==> src/rtl/exc_pkg.sv <==
package exc_pkg;

    typedef enum logic [1:0] {
        CLS_TRAP  = 2'd0,
        CLS_FAULT = 2'd1,
        CLS_ABORT = 2'd2,
        CLS_FLT2  = 2'd3
    } exc_class_e;

    typedef enum logic [2:0] {
        SRC_NONE  = 3'd0,
        SRC_ABORT = 3'd1,
        SRC_SYNC  = 3'd2,
        SRC_NMI   = 3'd3,
        SRC_INTR  = 3'd4
    } exc_src_e;

endpackage

==> src/rtl/exc_select.sv <==
module exc_select
    import exc_pkg::*;
(
    input  logic       sync_valid,
    input  logic [1:0] sync_class,
    input  logic       nmi_avail,
    input  logic       nmi_active,
    input  logic       at_boundary,
    input  logic       int_en,
    input  logic       intr_req,
    output logic       g_abort,
    output logic       g_sync,
    output logic       g_nmi,
    output logic       g_intr,
    output exc_src_e   src
);
    logic is_abort;

    always_comb begin
        is_abort = (sync_class == CLS_ABORT);
        g_abort  = sync_valid && is_abort;
        g_sync   = sync_valid && !is_abort;
        g_nmi    = !sync_valid && at_boundary && nmi_avail && !nmi_active;
        g_intr   = !sync_valid && !g_nmi && at_boundary && int_en && intr_req;
        if (g_abort)     src = SRC_ABORT;
        else if (g_sync) src = SRC_SYNC;
        else if (g_nmi)  src = SRC_NMI;
        else if (g_intr) src = SRC_INTR;
        else             src = SRC_NONE;
    end
endmodule

==> src/rtl/exc_vector.sv <==
module exc_vector #(
    parameter int AW          = 32,
    parameter int NW          = 8,
    parameter int ENTRY_BYTES = 4
) (
    input  logic [AW-1:0] base,
    input  logic [NW-1:0] num,
    output logic [AW-1:0] addr
);
    localparam int SHIFT = $clog2(ENTRY_BYTES);
    localparam bit POW2  = ((1 << SHIFT) == ENTRY_BYTES);

    logic [AW-1:0] idx;
    assign idx = AW'(num);

    generate
        if (POW2) begin : g_shift
            assign addr = base + (idx << SHIFT);
        end else begin : g_mul
            assign addr = base + idx * AW'(ENTRY_BYTES);
        end
    endgenerate
endmodule

==> src/rtl/exc_unit.sv <==
module exc_unit
    import exc_pkg::*;
#(
    parameter int AW          = 32,
    parameter int NW          = 8,
    parameter int ENTRY_BYTES = 4,
    parameter int NMI_NUM     = 2
) (
    input  logic          clk,
    input  logic          rst_n,
    input  logic [AW-1:0] instr_pc,
    input  logic [AW-1:0] next_pc,
    input  logic          at_boundary,
    input  logic          sync_valid,
    input  logic [1:0]    sync_class,
    input  logic [NW-1:0] sync_num,
    input  logic          nmi_req,
    input  logic          intr_req,
    input  logic [NW-1:0] intr_vector,
    input  logic          rti,
    input  logic          base_we,
    input  logic [AW-1:0] base_wdata,
    input  logic          ie_we,
    input  logic          ie_wdata,
    output logic          redirect_valid,
    output logic [AW-1:0] redirect_pc,
    output logic          kernel_mode,
    output logic          int_en,
    output logic [AW-1:0] saved_pc,
    output logic [NW-1:0] cause_num,
    output logic          intr_ack,
    output logic          fatal
);
    localparam logic [NW-1:0] NMI_CODE = NW'(NMI_NUM);

    typedef struct packed {
        logic [AW-1:0] base;
        logic [AW-1:0] epc;
        logic [AW-1:0] redir_pc;
        logic [NW-1:0] cause;
        logic          redir_v;
        logic          kernel;
        logic          ie;
        logic          saved_kernel;
        logic          saved_ie;
        logic          fatal;
        logic          nmi_active;
        logic          nmi_pend;
        logic          nmi_prev;
        logic          ack;
    } state_t;

    state_t s_d, s_q;

    logic          nmi_edge;
    logic          g_abort, g_sync, g_nmi, g_intr, take;
    exc_src_e      src;
    logic [NW-1:0] sel_num;
    logic [AW-1:0] handler_pc;
    logic [AW-1:0] ret_pc;

    assign nmi_edge = nmi_req && !s_q.nmi_prev;

    exc_select u_sel (
        .sync_valid  (sync_valid),
        .sync_class  (sync_class),
        .nmi_avail   (s_q.nmi_pend || nmi_edge),
        .nmi_active  (s_q.nmi_active),
        .at_boundary (at_boundary),
        .int_en      (s_q.ie),
        .intr_req    (intr_req),
        .g_abort     (g_abort),
        .g_sync      (g_sync),
        .g_nmi       (g_nmi),
        .g_intr      (g_intr),
        .src         (src)
    );

    always_comb begin
        unique case (src)
            SRC_ABORT, SRC_SYNC: sel_num = sync_num;
            SRC_NMI:             sel_num = NMI_CODE;
            SRC_INTR:            sel_num = intr_vector;
            default:             sel_num = '0;
        endcase
    end

    exc_vector #(
        .AW          (AW),
        .NW          (NW),
        .ENTRY_BYTES (ENTRY_BYTES)
    ) u_vec (
        .base (s_q.base),
        .num  (sel_num),
        .addr (handler_pc)
    );

    assign take   = (src != SRC_NONE);
    assign ret_pc = (g_sync && sync_class != CLS_TRAP) ? instr_pc : next_pc;

    always_comb begin
        s_d          = s_q;
        s_d.redir_v  = 1'b0;
        s_d.ack      = 1'b0;
        s_d.nmi_prev = nmi_req;
        s_d.nmi_pend = (s_q.nmi_pend || nmi_edge) && !g_nmi;
        if (base_we) s_d.base = base_wdata;

        if (take) begin
            s_d.redir_v  = 1'b1;
            s_d.redir_pc = handler_pc;
            s_d.cause    = sel_num;
            s_d.kernel   = 1'b1;
            s_d.ie       = 1'b0;
            if (g_abort) begin
                s_d.fatal = 1'b1;
            end else begin
                s_d.epc          = ret_pc;
                s_d.saved_kernel = s_q.kernel;
                s_d.saved_ie     = s_q.ie;
            end
            if (g_nmi)  s_d.nmi_active = 1'b1;
            if (g_intr) s_d.ack        = 1'b1;
        end else if (rti) begin
            s_d.redir_v    = 1'b1;
            s_d.redir_pc   = s_q.epc;
            s_d.kernel     = s_q.saved_kernel;
            s_d.ie         = s_q.saved_ie;
            s_d.nmi_active = 1'b0;
        end else if (ie_we) begin
            s_d.ie = ie_wdata;
        end
    end

    always_ff @(posedge clk) begin
        if (!rst_n) begin
            s_q              <= '0;
            s_q.kernel       <= 1'b1;
            s_q.saved_ie     <= 1'b1;
        end else begin
            s_q <= s_d;
        end
    end

    assign redirect_valid = s_q.redir_v;
    assign redirect_pc    = s_q.redir_pc;
    assign kernel_mode    = s_q.kernel;
    assign int_en         = s_q.ie;
    assign saved_pc       = s_q.epc;
    assign cause_num      = s_q.cause;
    assign intr_ack       = s_q.ack;
    assign fatal          = s_q.fatal;

    assert_entry_kernel_R5: assert property (@(posedge clk) disable iff (!rst_n)
        take |=> (kernel_mode && !int_en && redirect_valid));

    assert_nmi_number_R8: assert property (@(posedge clk) disable iff (!rst_n)
        g_nmi |=> (cause_num == NMI_CODE));

    assert_ack_needs_enable_R7: assert property (@(posedge clk) disable iff (!rst_n)
        g_intr |-> s_q.ie);

    assert_ack_pulse_R7: assert property (@(posedge clk) disable iff (!rst_n)
        intr_ack |=> !intr_ack);

    assert_abort_no_return_R4: assert property (@(posedge clk) disable iff (!rst_n)
        g_abort |=> (fatal && $stable(saved_pc)));

    assert_nmi_held_R10: assert property (@(posedge clk) disable iff (!rst_n)
        s_q.nmi_active |-> !g_nmi);

    assert_fatal_sticky_R4: assert property (@(posedge clk) disable iff (!rst_n)
        fatal |=> fatal);
endmodule

==> config.mk <==
export PLATFORM = sky130hd
export DESIGN_NAME = exc_unit
export DESIGN_NICKNAME = d
export VERILOG_FILES = /design/src/rtl/exc_pkg.sv /design/src/rtl/exc_select.sv /design/src/rtl/exc_vector.sv /design/src/rtl/exc_unit.sv
export SDC_FILE = /design/constraint.sdc
export NUM_CORES = 1
export LEC_CHECK = 0
export BUFFER_PORTS_ARGS = -buffer_cell sky130_fd_sc_hd__buf_2
export CAP_MARGIN = 10
export CORE_UTILIZATION = 40
export CTS_CLUSTER_SIZE = 16
export DETAILED_ROUTE_END_ITERATION = 8
export HOLD_SLACK_MARGIN = 0.12
export PLACE_DENSITY = 0.72
export SETUP_SLACK_MARGIN = 0.5
export SYNTH_ARGS = -nofsm -noshare
export SYNTH_HDL_FRONTEND = slang
export SYNTH_SLANG_ARGS = --single-unit
==> constraint.sdc <==
create_clock -name clk -period 6.23 [get_ports clk]
set_input_delay 0.9345 -clock clk [delete_from_list [all_inputs] [get_ports clk]]
set_output_delay 0.9345 -clock clk [all_outputs]
set_load 0.01 [all_outputs]
; Word level (Yosys, flattened, before mapping)
; Cells that the tools add are included.
[totals]
register_bits = 114
input_bits = 124
output_inout_bits = 77
[op_classes]
addsub = 1
eq_ne = 6
mux = 16
bitwise = 2
reduce_logical = 28
[op_table]
columns = op, count
row1 = $mux 32, 3
row2 = $add 32x10->32, 1
row3 = $pmux 8 s3, 1
row4 = $mux 3, 5
row5 = $logic_and 1x1->1, 12
row6 = $reduce_and 2->1, 4
row7 = $eq 3x2->1 const B, 2
row8 = $mux 1, 6
row9 = $reduce_bool 2->1, 3
row10 = $logic_not 1->1, 5
row11 = $reduce_or 2->1, 2
row12 = $eq 3x1->1 const B, 1
row13 = $eq 3x3->1 const B, 1
row14 = $reduce_bool 3->1, 1
row15 = $eq 2x2->1 const B, 1
row16 = $mux 2, 1
row17 = $ne 2x2->1 const B, 1
row18 = $not 1->1, 2
row19 = $logic_or 1x1->1, 1

; Depth between registers and ports, before layout
; Gate-level depths: netlist of the first run.
[logic_depth]
word_depth = 19
ltp_mapped = 14
ltp_nobuf = 12

; By module
; Synthesis of the first run repeated with hierarchy kept, for this count alone.
[hier_totals]
hier_cells = 726
hier_area_um2 = 6723.9
[by_module_without_submodules]
columns = module, instances, cells_per_inst, area_per_inst_um2, seq_area_each_um2
row1 = exc_unit, 1, 598, 5828.1, 2282.2
row2 = exc_vector, 1, 116, 805.8, 0.0
row3 = exc_select, 1, 12, 90.1, 0.0

; Worst setup path before layout of the first run
; No wires, ideal clock.
[synth_path]
path_type = input port to flip-flop
from = input sync_valid
to = register s_q, in the netlist redirect_pc[10]
setup_time_ps = 133
arrival_time_ps = 3271
required_ps = 6097
slack_ps = 2826
cell_stages = 14
n_path_buf = 2
path_cell_list = buf_6 -> nor2_4 -> o211ai_2 -> and2_0 -> clkbuf_1 -> nand3b_1 -> nand2_1 -> ha_1 -> fa_1 -> a211oi_2 -> o21ai_0 -> a31oi_1 -> xnor2_1 -> a21oi_1
[synth_via]
elab_chain_cells = 18
elab_cells_between_ends = 25
[synth_rtl]
columns = element, line_no
row1 = from (decl), exc_unit.sv:14  ; input logic sync_valid,
row2 = $logic_not 1->1, "exc_select.sv:23, exc_select.sv:24"
row3 = $logic_and 1x1->1 (3 in series), exc_select.sv:23  ; g_nmi = !sync_valid && at_boundary && nmi_avail && !nmi_active;
row4 = $logic_not 1->1, exc_select.sv:24  ; g_intr = !sync_valid && !g_nmi && at_boundary && int_en && intr_req;
row5 = $logic_and 1x1->1 (4 in series), exc_select.sv:24
row6 = $mux 3, exc_select.sv:28  ; else if (g_intr) src = SRC_INTR;
row7 = $mux 3, exc_select.sv:27  ; else if (g_nmi) src = SRC_NMI;
row8 = $mux 3, exc_select.sv:26  ; else if (g_sync) src = SRC_SYNC;
row9 = $mux 3 *, exc_select.sv:25  ; if (g_abort) src = SRC_ABORT;
row10 = $eq 3x1->1 or $eq 3x2->1 (tied branches), exc_unit.sv:80  ; unique case (src)
row11 = $reduce_or 2->1, exc_unit.sv:80
row12 = $pmux 8 s3 *, exc_unit.sv:80
row13 = named net sel_num[0], exc_unit.sv:58  ; logic [NW-1:0] sel_num;
row14 = $add 32x10->32 *, exc_vector.sv:18  ; assign addr = base + (idx << SHIFT);
row15 = $mux 32 *, exc_unit.sv:109  ; if (take) begin
row16 = to (decl), exc_unit.sv:53  ; state_t s_d, s_q;
; Mark *: on every way through the listed nets, which the timed path passes. The rest lies on a longest branch.
; A chain may end at the register's enable or synchronous reset.

; Worst setup path after layout of the first run
[layout_path]
from = input sync_valid
to = register s_q, in the netlist redirect_pc[26]
; The elaborated chain is that of the path after synthesis.

==> impl_metrics.csv, run 1 <==
group,metric,value,unit
finish,layoutNonFillerInstCount,1005,
clock_network,clkSinkCount,114,
timing,worst-slew-pin-transition,1.13,ns
finish,finish.instance_area,7250,um^2
clock_network,clock_latency,0.42,ns
floorplanning,initial_utilization,41.5,%
detailed_routing,drc_violations,0,
synthesis,ys.warnings.count,0,
placement,placement.io_buffers,200,
worst_setup_path,critPathRequiredTime,6.58,ns
synthesis,synthesis.instances,706,
synthesis,syn-num-nets,839,
floorplanning,die_h,126,um
timing,final-max-slew-violation-count,0,
timing,fin_crit,3.72,ns
clock_network,clock_tree_from_tritoncts,"yes",
placement,number_of_cells_in_the_design_after_placement,973,
synthesis,syn_area,6130,um^2
timing,timing.clock.skew,0.00710,ns
worst_setup_path,cp_num_buf_inv,2,
grt,grt_pass1_vias,4762,
finish,utilization,49.2,%
run_status,status,"complete, no violations",
synthesis,synthArstFlopShare,0,%
clock_network,cts.repair.resized,0,
placement,place_ws,2.07,ns
timing,final-hold-violation-count,0,
grt,grt.met2_usage,29.9,%
placement,dpl_cell_area,6640,um^2
finish,layout.cells.most_common_list,"buf_2 (200), dfxtp_1 (114), nor2_1 (84)",
floorplanning,die_area,15800,um^2
grt,overflow_after_grt,0,
detailed_routing,iteration_count_of_the_initial_detailed_routing_pass,5,
finish,areaGrowthSynthToFinish,18.4,%
timing,post-route-period-util,59.8,%
detailed_routing,avgRoutedWirePerCell,16.4,um
synthesis,yosysUniqueCellTypes,55,
synthesis,postSynth.topFlopCell,"dfxtp_1",
timing,slew_headroom,24.3,%
grt,global_route.usage.total,20.7,%
detailed_routing,via_per_inst,5.27,
detailed_routing,detail-route-antenna-nets,0,
finish,layout.nets,941,
job,max-cap-violations,0,
grt,global_route.peak_usage_layer,"met2",
placement,finalWeightedCongestion,0.842,
worst_setup_path,cpPeakStageDelay,0.50,ns
detailed_routing,drt_wl_total,16400,um
worst_setup_path,cp_top_family,"simple AND/OR/NAND/NOR gates",
clock_network,number_of_cts_inserted_buffers,17,
worst_setup_path,worst_path_max_delay_cell,"and2_0",
grt,grt_util_met3,5.73,%
detailed_routing,vias,5292,
clock_network,clock_tree.buffer_depth,2,
clock_network,cts.clk_slew.worst_paths,0.06,ns
grt,antenna_found_initial,1,
floorplanning,core.rowCount,44,
worst_setup_path,worst-setup-path-type,"in -> reg",
worst_hold_path,min_path_type,"reg -> reg",
timing,final_setup_violating_endpoints,0,
worst_setup_path,ff2ff_setup_slack,3.05,ns
finish,num_antenna_cells,0,
synthesis,synth_edf_count,0,
power_and_ir_drop,finalPower,2.16,mW
finish,layout.cells.most_common,"buf_2",
timing,maxClockFrequency,269,MHz
worst_setup_path,worstSetupStartpointType,"input port",
clock_network,htree_levels,4,
power_and_ir_drop,power-per-cell-area,297,nW/um^2
worst_setup_path,critical_path_arrival,4.07,ns
clock_network,cts-root-buf,"clkbuf_16",
synthesis,postSynthAreaPerCell,8.68,um^2
floorplanning,pin_count,201,
floorplanning,die-width,126,um
finish,drive_above_1_share,33.3,%
clock_network,cts_hold_buf,0,
worst_setup_path,cp_cell_sequence,"buf_2, buf_4, nor2_4, o211ai_2, and2_0, nand3b_1, nand2_1, ha_1, fa_1, a211oi_2, o211ai_4, nand3_2, or3_1, a31oi_1",
power_and_ir_drop,leakagePower,3.37,nW
grt,grt_pass1_wl,25600,um
timing,hold-worst-slack,0.476,ns
grt,grt_start_max_net_pins,91,
timing,layout_setup_ws,2.51,ns
timing,rsz_0062_raised_after_global_routing,"false",
grt,global_route.usage.met1,29.3,%
detailed_routing,drt_iter0_markers,332,
finish,num-fill-cells,1433,
synthesis,synth_seq_cells,114,
timing,setup-tns-final,0,ns
floorplanning,core_area,14800,um^2
power_and_ir_drop,vdd.ir_drop.worst,0.202,mV
clock_network,post_cts.repair.setup_buffers,0,
placement,dpl.hpwl,11700,um
worst_setup_path,worstPathMaxFanout,55,
worst_setup_path,critical_path_capture_point_type,"register",
synthesis,synth_sequential_area_ratio,37.2,%
==> power by group <==
| part | internal (mW) | switching (mW) | leakage, nW |
|---|---|---|---|
| Combinational | 0.140 | 0.179 | 2.15 |
| Sequential | 0.787 | 0.0494 | 0.944 |
| Clock | 0.631 | 0.370 | 0.282 |
| Total | 1.56 | 0.598 | 3.37 |
==> kinds of logic after synthesis <==
group	synth area share [%]
and+or+nand+nor	18.2
muxes	11.0
DFF	37.2
xor gates and xnor gates	3.71
AOI/OAI and AO/OA	15.3
buffers and inverters	12.7
adders and majority gates	1.96
==> path summary, 6_finish.rpt <==
| kind | start | to | depth (start not counted) |
|---|---|---|---|
| min | fatal | fatal | 2 |
| max | sync_valid | redirect_pc[26] | 14 |
| min reg2reg | fatal | fatal | 2 |
| max reg2reg | s_q[1] | redirect_pc[26] | 12 |
==> sequential cells by signal, indices dropped and copies added (netlist names) <==
signal          count
saved_pc           32
kernel_mode         1
int_en              1
cause_num           8
redirect_pc        32
fatal               1
intr_ack            1
redirect_valid      1
s_q                37
==> metal layers <==
metal  up-vias  routed length [um]
met5         -                  13
met4         2                 276
met3        24                1010
met2       181                6940
met1      2447                8200
li1       2638                   -
==> area by class of cell <==
| type | count | area [um^2] | area share, % |
|---|---|---|---|
| Inverter | 4 | 16.3 | 0.224 |
| Sequential cell | 114 | 2280 | 31.5 |
| Tap cell | 184 | 230 | 3.17 |
| Timing Repair Buffer | 204 | 1030 | 14.2 |
| Clock inverter | 15 | 185 | 2.55 |
| Clock buffer | 17 | 425 | 5.86 |
| Multi-Input combinational cell | 467 | 3080 | 42.5 |
==> cell usage after synthesis, drive strengths merged, types with 2 or more instances <==
| master | number | area [um^2] |
|---|---|---|
| and4 | 4 | 35.0 |
| a31oi | 10 | 62.6 |
| buf | 91 | 649 |
| a311oi | 32 | 280 |
| o21ai | 24 | 120 |
| mux2i | 47 | 470 |
| and2 | 2 | 12.5 |
| nor2b | 3 | 18.8 |
| nand4 | 11 | 75.1 |
| a211oi | 17 | 138 |
| dfxtp | 114 | 2280 |
| o211ai | 7 | 81.3 |
| nand2 | 68 | 255 |
| and3 | 5 | 31.3 |
| a21oi | 31 | 178 |
| ha | 8 | 100 |
| xor2 | 22 | 193 |
| o211a | 2 | 27.5 |
| mux2 | 18 | 203 |
| nor2 | 86 | 333 |
| inv | 4 | 15.0 |
| clkbuf | 30 | 113 |
| a21o | 3 | 22.5 |
| nand3b | 7 | 52.6 |
| xnor2 | 4 | 35.0 |
| nand3 | 42 | 220 |
| nor3 | 4 | 36.3 |
==> worst min-delay path: stages, from the launching register on <==
cell     delay [ns]
dfxtp_1        0.33
nor2_1         0.05
nor2_1         0.07
Note: power is estimated with default switching activity, not from simulation.
==> run 2, diff against run 1 <==
clock period = 3.9 ns   (was 6.23 ns; I/O delays follow)
==> run 2 against run 1 <==
Highest routed layer unchanged. Combinational power rose by 61%. Utilization rose by 0.42 points. Power rose by 65%. Largest cell class unchanged. Register-to-register slack got worse by 2.2 ns. Via count rose by 0.59%. Non-clock buffer count rose by 4. Critical endpoint is now redirect_pc[10]. Critical path type is now reg -> reg. First-iteration DRC count rose by 14%. Sequential power rose by 60%. Clock skew rose by 0.0022 ns. Critical path depth fell by 2.
==> impl_metrics.csv, run 2 (synthesized netlist as in run 1, its figures left out) <==
group,metric,value,unit
detailed_routing,drc_violations,0,
power_and_ir_drop,leakagePower,3.42,nW
timing,timing.clock.skew,0.00925,ns
floorplanning,die-width,126,um
worst_setup_path,cp_top_family,"compound AO/OA/AOI/OAI gates",
floorplanning,initial_utilization,41.5,%
timing,worst-slew-pin-transition,1.13,ns
worst_setup_path,cpPeakStageDelay,0.44,ns
detailed_routing,vias,5323,
detailed_routing,drt_iter0_markers,377,
worst_setup_path,worst-setup-path-type,"reg -> reg",
worst_setup_path,worstSetupStartpointType,"register",
worst_setup_path,critical_path_arrival,3.31,ns
finish,layout.cells.most_common_list,"buf_2 (200), dfxtp_1 (114), nor2_1 (84)",
clock_network,cts.clk_slew.worst_paths,0.05,ns
finish,layout.cells.most_common,"buf_2",
power_and_ir_drop,finalPower,3.55,mW
timing,final-hold-violation-count,0,
clock_network,clkSinkCount,114,
worst_setup_path,worst_path_max_delay_cell,"fa_1",
finish,multiInputGateArea,3080,um^2
finish,num-fill-cells,1425,
clock_network,cts-root-buf,"clkbuf_16",
detailed_routing,detail-route-antenna-nets,0,
clock_network,clock_tree_from_tritoncts,"yes",
placement,finalWeightedCongestion,0.801,
floorplanning,die_area,15800,um^2
timing,hold-worst-slack,0.409,ns
clock_network,clock_tree.buffer_depth,2,
grt,overflow_after_grt,0,
timing,final_setup_violating_endpoints,0,
finish,drive_above_1_share,33.3,%
timing,maxClockFrequency,331,MHz
timing,layout_setup_ws,0.879,ns
clock_network,clock_latency,0.41,ns
worst_setup_path,cp_num_buf_inv,0,
worst_setup_path,critPathRequiredTime,4.19,ns
floorplanning,pin_count,201,
timing,slew_headroom,24.2,%
timing,rsz_0062_raised_after_global_routing,"false",
timing,fin_crit,3.02,ns
grt,grt_pass1_vias,4809,
placement,dpl_cell_area,6670,um^2
power_and_ir_drop,power-per-cell-area,485,nW/um^2
job,max-cap-violations,0,
finish,num_antenna_cells,0,
power_and_ir_drop,vdd.ir_drop.worst,0.294,mV
finish,utilization,49.6,%
finish,layout.area.seq,2280,um^2
grt,antenna_found_initial,1,
placement,placement.io_buffers,200,
floorplanning,core.rowCount,44,
worst_setup_path,critical_path_capture_point_type,"register",
worst_setup_path,worstPathMaxFanout,8,
finish,layout.nets,945,
finish,flip_flop_count_of_the_largest_register_all_copies_and_words_added,37,
finish,largest_register,"s_q",
detailed_routing,drt_wl_total,16800,um
floorplanning,core_area,14800,um^2
floorplanning,die_h,126,um
run_status,status,"complete, no violations",
placement,number_of_cells_in_the_design_after_placement,977,
detailed_routing,iteration_count_of_the_initial_detailed_routing_pass,7,
grt,grt_start_max_net_pins,55,
finish,layoutNonFillerInstCount,1008,
placement,place_ws,0.381,ns
detailed_routing,avgRoutedWirePerCell,16.7,um
timing,setup-tns-final,0,ns
clock_network,cts_hold_buf,0,
grt,grt_pass1_wl,26300,um
clock_network,htree_levels,4,
worst_hold_path,min_path_type,"in -> reg",
detailed_routing,via_per_inst,5.28,
timing,final-max-slew-violation-count,0,
worst_setup_path,cp_cell_sequence,"and2b_1, o211ai_2, and2_1, nand3b_1, nand2_1, ha_1, fa_1, a211oi_2, o21ai_0, a31oi_1, xnor2_1, a21oi_1",
finish,areaGrowthSynthToFinish,19.4,%
finish,finish.instance_area,7320,um^2
clock_network,number_of_cts_inserted_buffers,17,
grt,global_route.usage.total,21.3,%
timing,post-route-period-util,77.5,%
placement,dpl.hpwl,12200,um
run 2: cell types whose count changed in the layout (fill, tap and decap cells not counted), sizes merged:
cell,previous run,this run
inv,5,3
bufinv,3,5
clkinv,6,5
clkbuf,17,21
clkinvlp,5,1
buf,204,208
run 2: final timing paths:
check	startpoint	to	slack (ns)	cells after the start
hold reg to reg	cause_num[0]	cause_num[0]	0.48	2
setup reg to reg	s_q[1]	redirect_pc[10]	0.88	12
setup / recovery	s_q[1]	redirect_pc[10]	0.88	12
hold / removal	base_wdata[12]	s_q[94]	0.41	3
run 2: worst min-delay path: cells and delay by family:
kind          cells  cell delay, ns
mux               1            0.05
simple gates      1            0.07
buf+inv           1            0.07
run 2: layout make-up:
| type | instances | share of cell area, % |
|---|---|---|
| Clock buffer | 21 | 6.29 |
| Multi-Input combinational cell | 467 | 42.2 |
| Timing Repair Buffer | 208 | 14.5 |
| Clock inverter | 10 | 2.48 |
| Tap cell | 184 | 3.15 |
| Sequential cell | 114 | 31.2 |
| Inverter | 4 | 0.222 |
run 2: repair_timing:
item / CTS / global route
endpoints found under the setup margin: 0 / 1
setup buffers: 0 / 0
resized for setup: 0 / 1
run 2: layer usage:
layer / GRT usage [%] / up-vias / wire (um)
met1: 30.2 / 2472 / 8370
met4: 6.52 / 2 / 227
li1: - / 2651 / -
met5: 0 / - / 16
met3: 5.35 / 17 / 1000
met2: 31.6 / 181 / 7200
run 2: power breakdown:
group	switching [mW]	internal (mW)	total, mW
clock	0.534	1.16	1.69
combinational	0.289	0.226	0.514
sequential	0.0817	1.26	1.34
total	0.904	2.64	3.55
